==> config.mk <==
export PLATFORM = sky130hd
export DESIGN_NAME = mbox_ctrl
export DESIGN_NICKNAME = d
export VERILOG_FILES = /design/src/rtl/mbox_pkg.sv /design/src/rtl/mbox_fifo.sv /design/src/rtl/mbox_irq_user.sv /design/src/rtl/mbox_ctrl.sv
export SDC_FILE = /design/constraint.sdc
export NUM_CORES = 1
export LEC_CHECK = 0
export ABC_AREA = 1
export CORE_MARGIN = 3
export CORE_UTILIZATION = 27
export DETAILED_ROUTE_END_ITERATION = 6
export DONT_BUFFER_PORTS = 1
export PLACE_DENSITY = 0.43
export SYNTH_ARGS = -nofsm -noshare
export SYNTH_HDL_FRONTEND = slang
export SYNTH_SLANG_ARGS = --single-unit
==> constraint.sdc <==
create_clock -name clk -period 7.5 [get_ports clk]
set_clock_uncertainty 0.1 [all_clocks]
set_input_delay 1.5 -clock clk [delete_from_list [all_inputs] [get_ports clk]]
set_output_delay 1.5 -clock clk [all_outputs]
set_load 0.01 [all_outputs]
==> src/rtl/mbox_pkg.sv <==
package mbox_pkg;
  // Region selectors taken from address bits [8:6]
  localparam logic [2:0] REG_MSG  = 3'b001;  // 0x040
  localparam logic [2:0] REG_FULL = 3'b010;  // 0x080
  localparam logic [2:0] REG_CNT  = 3'b011;  // 0x0C0
  // Per-user interrupt register selectors, address bits [3:2]
  localparam logic [1:0] IRQ_RAW  = 2'd0;
  localparam logic [1:0] IRQ_SET  = 2'd1;
  localparam logic [1:0] IRQ_CLR  = 2'd2;
  localparam logic [1:0] IRQ_MSK  = 2'd3;
endpackage

==> src/rtl/mbox_fifo.sv <==
module mbox_fifo #(
  parameter int DATA_W = 32,
  parameter int DEPTH  = 4
) (
  input  logic                           clk,
  input  logic                           rst_n,
  input  logic                           push,
  input  logic                           pop,
  input  logic [DATA_W-1:0]              wdata,
  input  logic                           ovf_clr,
  output logic [DATA_W-1:0]              head,
  output logic [$clog2(DEPTH+1)-1:0]     count,
  output logic                           full,
  output logic                           empty,
  output logic                           ovf
);
  localparam int PTR_W = $clog2(DEPTH);
  localparam int CNT_W = $clog2(DEPTH+1);

  logic [DATA_W-1:0] mem [DEPTH];
  logic [PTR_W-1:0]  wp, rp;
  logic              do_push, do_pop;

  assign full    = (count == CNT_W'(DEPTH));
  assign empty   = (count == '0);
  assign do_push = push & ~full;
  assign do_pop  = pop & ~empty;
  assign head    = mem[rp];

  always_ff @(posedge clk or negedge rst_n) begin
    if (!rst_n) begin
      wp    <= '0;
      rp    <= '0;
      count <= '0;
      ovf   <= 1'b0;
    end else begin
      if (do_push) wp <= wp + 1'b1;
      if (do_pop)  rp <= rp + 1'b1;
      case ({do_push, do_pop})
        2'b10:   count <= count + 1'b1;
        2'b01:   count <= count - 1'b1;
        default: count <= count;
      endcase
      if (push && full)  ovf <= 1'b1;
      else if (ovf_clr)  ovf <= 1'b0;
    end
  end

  always_ff @(posedge clk) begin
    if (do_push) mem[wp] <= wdata;
  end

  assert_count_bound_R2: assert property (@(posedge clk) disable iff (!rst_n)
    count <= CNT_W'(DEPTH));
  assert_full_drop_R3: assert property (@(posedge clk) disable iff (!rst_n)
    (push && full && !pop) |=> (ovf && $stable(count)));
  assert_empty_read_R4: assert property (@(posedge clk) disable iff (!rst_n)
    (pop && empty && !push) |=> (count == '0));
endmodule

==> src/rtl/mbox_irq_user.sv <==
module mbox_irq_user #(
  parameter int SRC_W = 16
) (
  input  logic             clk,
  input  logic             rst_n,
  input  logic [SRC_W-1:0] raw,
  input  logic             set_we,
  input  logic             clr_we,
  input  logic [SRC_W-1:0] wmask,
  output logic [SRC_W-1:0] en,
  output logic [SRC_W-1:0] masked,
  output logic             irq
);
  always_ff @(posedge clk or negedge rst_n) begin
    if (!rst_n)      en <= '0;
    else if (set_we) en <= en | wmask;
    else if (clr_we) en <= en & ~wmask;
  end

  assign masked = raw & en;
  assign irq    = |masked;

  assert_enable_set_R6: assert property (@(posedge clk) disable iff (!rst_n)
    set_we |=> ((en & $past(wmask)) == $past(wmask)));
  assert_enable_clr_R6: assert property (@(posedge clk) disable iff (!rst_n)
    (clr_we && !set_we) |=> ((en & $past(wmask)) == '0));
  assert_irq_quiet_R7: assert property (@(posedge clk) disable iff (!rst_n)
    (clr_we && !set_we && (wmask == '1)) |=> !irq);
endmodule

==> src/rtl/mbox_ctrl.sv <==
module mbox_ctrl #(
  parameter int NUM_FIFOS = 8,
  parameter int NUM_USERS = 4,
  parameter int DEPTH     = 4,
  parameter int DATA_W    = 32
) (
  input  logic                 clk,
  input  logic                 rst_n,
  input  logic                 bus_valid,
  output logic                 bus_ready,
  input  logic                 bus_write,
  input  logic [8:0]           bus_addr,
  input  logic [DATA_W-1:0]    bus_wdata,
  output logic                 rd_valid,
  output logic [DATA_W-1:0]    rd_data,
  output logic [NUM_USERS-1:0] irq
);
  import mbox_pkg::*;

  localparam int SRC_W = 2 * NUM_FIFOS;
  localparam int CNT_W = $clog2(DEPTH + 1);

  logic             acc_wr, acc_rd;
  logic [2:0]       region;
  logic             is_irq;
  logic [3:0]       fidx, uidx;
  logic [1:0]       rsel;
  logic [SRC_W-1:0] raw;
  logic [DATA_W-1:0] rdata_n;

  logic [DATA_W-1:0] head   [NUM_FIFOS];
  logic [CNT_W-1:0]  cnt    [NUM_FIFOS];
  logic [NUM_FIFOS-1:0] full_v, empty_v, ovf_v;
  logic [SRC_W-1:0]  en_v   [NUM_USERS];
  logic [SRC_W-1:0]  msk_v  [NUM_USERS];

  logic unused_addr_bits;
  assign unused_addr_bits = ^bus_addr[1:0];

  assign bus_ready = 1'b1;
  assign acc_wr    = bus_valid & bus_write;
  assign acc_rd    = bus_valid & ~bus_write;
  assign region    = bus_addr[8:6];
  assign is_irq    = bus_addr[8];
  assign fidx      = bus_addr[5:2];
  assign uidx      = bus_addr[7:4];
  assign rsel      = bus_addr[3:2];

  for (genvar f = 0; f < NUM_FIFOS; f++) begin : g_fifo
    logic sel;
    assign sel = !is_irq && (fidx == 4'(f));
    mbox_fifo #(.DATA_W(DATA_W), .DEPTH(DEPTH)) u_fifo (
      .clk     (clk),
      .rst_n   (rst_n),
      .push    (acc_wr && sel && region == REG_MSG),
      .pop     (acc_rd && sel && region == REG_MSG),
      .wdata   (bus_wdata),
      .ovf_clr (acc_wr && sel && region == REG_FULL && bus_wdata[1]),
      .head    (head[f]),
      .count   (cnt[f]),
      .full    (full_v[f]),
      .empty   (empty_v[f]),
      .ovf     (ovf_v[f])
    );
    assign raw[2*f]   = ~empty_v[f];
    assign raw[2*f+1] = ~full_v[f];
  end

  for (genvar u = 0; u < NUM_USERS; u++) begin : g_user
    logic sel;
    assign sel = is_irq && (uidx == 4'(u));
    mbox_irq_user #(.SRC_W(SRC_W)) u_irq (
      .clk    (clk),
      .rst_n  (rst_n),
      .raw    (raw),
      .set_we (acc_wr && sel && rsel == IRQ_SET),
      .clr_we (acc_wr && sel && rsel == IRQ_CLR),
      .wmask  (bus_wdata[SRC_W-1:0]),
      .en     (en_v[u]),
      .masked (msk_v[u]),
      .irq    (irq[u])
    );
  end

  always_comb begin
    rdata_n = '0;
    if (is_irq) begin
      for (int u = 0; u < NUM_USERS; u++) begin
        if (uidx == 4'(u)) begin
          case (rsel)
            IRQ_RAW:          rdata_n = DATA_W'(raw);
            IRQ_SET, IRQ_CLR: rdata_n = DATA_W'(en_v[u]);
            default:          rdata_n = DATA_W'(msk_v[u]);
          endcase
        end
      end
    end else begin
      for (int f = 0; f < NUM_FIFOS; f++) begin
        if (fidx == 4'(f)) begin
          case (region)
            REG_MSG:  rdata_n = empty_v[f] ? '0 : head[f];
            REG_FULL: rdata_n = DATA_W'({ovf_v[f], full_v[f]});
            REG_CNT:  rdata_n = DATA_W'(cnt[f]);
            default:  rdata_n = '0;
          endcase
        end
      end
    end
  end

  always_ff @(posedge clk or negedge rst_n) begin
    if (!rst_n) begin
      rd_valid <= 1'b0;
      rd_data  <= '0;
    end else begin
      rd_valid <= acc_rd;
      rd_data  <= acc_rd ? rdata_n : '0;
    end
  end

  assert_read_rsp_R9: assert property (@(posedge clk) disable iff (!rst_n)
    acc_rd |=> rd_valid);
  assert_write_no_rsp_R9: assert property (@(posedge clk) disable iff (!rst_n)
    (bus_valid && bus_write) |=> !rd_valid);
  assert_ready_R9: assert property (@(posedge clk) disable iff (!rst_n)
    bus_ready);
endmodule

==> impl_metrics.py <==
metrics = {
    "floorplan": {
        "core_area_sq_mm": 0.186,
        "die_x_um": 439,
        "io_pins": 83,
        "die_h_um": 439,
        "dieArea_sq_mm": 0.193,
        "rows": 158,
        "start_util_pct": 27.2,
    },
    "cts": {
        "clk_path_buf_depth": 3,
        "cts_tree": "yes",
        "cts_resized": 0,
        "path_clk_slew_ps": 60,
        "postCtsHoldBufs": 0,
        "insertion_delay_ps": 790,
        "clockRootBuffer": "clkbuf_16",
        "h-tree-depth": 4,
        "clock_sinks": 1185,
        "cts_setup_buffers": 0,
        "cts_buffers": 134,
    },
    "grt": {
        "overflow": 0,
        "grt_pass1_wl_um": 239000,
        "grt_pass1_vias": 32200,
        "grt.total_usage_pct": 17.1,
        "antenna_found_initial": 7,
        "grt_max_degree": 162,
    },
    "critical_path": {
        "slowest_delay_ps": 640,
        "crit_fanout": 33,
        "critPathArrivalTime_ps": 3080,
        "crit_path_end_kind": "output port",
        "startpoint_type": "flip-flop",
        "worst-setup-path-type": "flip-flop to output port",
        "ff2ff_path_depth": 9,
        "r2r-start": "g_fifo[5].u_fifo.rp[0]",
        "crit_required_ps": 5900,
        "reg2reg_slack_ps": 3720,
        "r2r_end": "rd_data[0]",
        "cp_cell_sequence": "nor3_2, inv_2, nand2_1, nand4_1, or4_1",
        "worst_path_max_delay_cell": "or4_1",
    },
    "place": {
        "port_buffers": 0,
        "dp.final_hpwl_um": 98900,
        "dp_slack_ps": 2250,
        "place.gp.congestion": 0.854,
    },
    "timing": {
        "layout_setup_ws_ps": 2820,
        "slew_headroom_pct": 22.1,
        "finalSetupViolCount": 0,
        "fmax_mhz": 214,
        "period_share_pct": 62.4,
        "hold_viol": 0,
        "min_period_ps": 4680,
        "rsz0062_at_grt": "false",
        "fin_tns_setup_ps": 0,
        "worst_pin_slew_ps": 1170,
        "slew_viol_final": 0,
    },
    "power": {
        "powerDensity_mw_per_mm2": 249,
        "seq_power_share_pct": 50.4,
        "power.switching_mw": 3.30,
        "clkPwrFrac_pct": 44.5,
        "intPower_mw": 11.1,
        "pwr-share-comb_pct": 5.1,
        "switching_share_pct": 23.0,
        "leakagePower_nw": 20.3,
        "peakVddDrop_mv": 0.242,
    },
    "logic_synthesis": {
        "synth_fp_nets": 4647,
        "ys_warn_count": 0,
        "syn_area_per_cell_sq_um": 11.1,
        "async_reset_ff_share_pct": 13.6,
        "syn_inst": 4549,
        "yosysUniqueCellTypes": 49,
        "synth_edf_count": 1024,
        "netlist_area_sq_mm": 0.0506,
        "synth-seq-area-share_pct": 68.8,
        "synth-main-ff-cell": "edfxtp_1",
        "synth_seq_cells": 1185,
    },
    "routing": {
        "vias": 34100,
        "drc": 0,
        "wl_um": 167000,
        "drt-initial-drc-count": 2946,
        "routedWlPerCell_um": 23.6,
        "via_per_inst": 4.80,
        "first_pass_iters": 5,
        "ant_nets": 0,
    },
    "finish": {
        "drive_gt1_share_pct": 7.68,
        "final-seq-area_sq_mm": 0.0348,
        "area_growth_pct": 13.8,
        "fin_nets": 4599,
        "fillCellCount": 19000,
        "multiInputGateArea_sq_mm": 0.0140,
    },
    "run_status": {
        "status": "complete, no violations",
    },
    "flow_run": {
        "max_cap_viol_count": 0,
    },
    "hold_path": {
        "hp-class": "input pin to asynchronous set/reset pin",
    },
}
logic make-up after synthesis:
group           count (synthesis)  synth area share, %
simple gates                 1779                 14.3
flops                        1185                 68.8
compound gates               1007                 10.9
buf+inv                       488                 4.01
fa+ha+maj                      53                 1.43
xor+xnor                       36                0.624
other cells                     1              0.00742
critical path: cells and delay by family, from the launching register on:
family / cells / cell delay [ps]
buffers and inverters: 1 / 380
AND/OR/NAND/NOR: 4 / 1480
flip-flops: 1 / 430
cell usage after synthesis (4+ instances only):
library cell  count  share of area (%)
nand2_2           8              0.099
xnor2_1           8               0.14
nor2_4            7               0.16
a22o_1            7               0.12
edfxtp_1       1024                 61
nand3_1         238                2.4
ha_1             45                1.1
inv_1           211                1.6
buf_4            16               0.24
xor2_1           28               0.48
a22oi_1          14               0.21
fa_1              8               0.32
a221oi_1         16               0.28
or4_1             4              0.059
nor2_2            7              0.087
nor3_1           11               0.11
nand2_1        1023                7.6
o21ai_0         435                4.3
buf_6             6               0.13
nor2_1          449                3.3
o22ai_1         136                1.7
nand4_1          16               0.20
o221ai_1         13               0.23
dfrtp_1         161                8.0
a31oi_1          55               0.68
inv_2            19               0.14
buf_2            68               0.67
a21oi_1         258                2.6
o211ai_1         10               0.15
or2_1             4              0.049
o21ai_1          55               0.54
buf_1            24               0.18
clkbuf_1        139                1.0
layer usage:
metal | part of all wire (%) | global-route usage [%]
met1 | 46 | 23.8
met2 | 47 | 27.6
met3 | 4.4 | 2.47
met4 | 2.8 | 5.38
met5 | 0 | 0
worst max-delay path by stage:
stage                         startpoint                          end  slack, ps  cells past startpoint
3_5_place_dp                 bus_addr[3]  g_fifo[5].u_fifo.mem[0][17]       2250                     10
4_1_cts        g_fifo[3].u_fifo.count[1]                       irq[1]       2740                      5
5_1_grt        g_fifo[3].u_fifo.count[1]                       irq[3]       2630                      5
2_1_floorplan                bus_addr[3]   g_fifo[5].u_fifo.mem[0][0]       2980                      8
3_3_place_gp                 bus_addr[3]  g_fifo[5].u_fifo.mem[0][19]       2310                     10
6_report       g_fifo[3].u_fifo.count[1]                       irq[1]       2820                      5
state kept, by name, indices dropped and copies added, names as in the netlist, named ones only:
signal and count:
g_fifo.u_fifo.count 24, g_fifo.u_fifo.mem 1024, g_fifo.u_fifo.ovf 8, g_fifo.u_fifo.rp 16, g_fifo.u_fifo.wp 16, rd_data 32
rd_valid 1
cell usage in the layout, fill, tap and decap left out, types with 14 or more instances in the layout:
cell,instances
xor2_1,28
ha_1,44
nand2_1,1022
inv_1,209
o22ai_1,136
edfxtp_1,1024
inv_2,21
o21ai_1,55
clkbuf_1,42
clkbuf_16,138
nor2_1,413
nor2_4,42
o21ai_0,435
a21oi_1,258
nand3_1,238
a22oi_1,14
clkinv_1,21
buf_4,70
nand4_1,16
a221oi_1,16
dfrtp_1,153
clkinv_2,18
a31oi_1,55
per-stage QoR:
stage	total power, mW	hold WS [ps]	cell area (sq um)	std cells	utilization, %
finish	14.4	366	57600	7099	31.0
global route	14.8	320	57500	7088	31.0
CTS	14.5	283	57500	7088	31.0
detailed placement	8.11	365	53300	6845	28.7
global placement	8.11	362	53300	6845	28.7
floorplan	7.85	346	50600	4549	-
power by group through the flow:
stage	logic (mW)	clock network, mW	registers, mW
after floorplan	0.498	0	7.35
after global placement	0.737	0	7.37
after detailed placement	0.740	0	7.37
after CTS	0.741	6.54	7.23
after global routing	0.811	6.79	7.23
final	0.730	6.39	7.23
final cells by class:
type | count | share of cell area [%]
Timing Repair Buffer | 70 | 0.913
Clock buffer | 188 | 6.47
Inverter | 234 | 1.53
Sequential cell | 1185 | 60.4
Tap cell | 2480 | 5.39
Multi-Input combinational cell | 2876 | 24.4
Clock inverter | 55 | 0.820
Antenna cell | 11 | 0.0478
(Power assumes the default switching activity.)
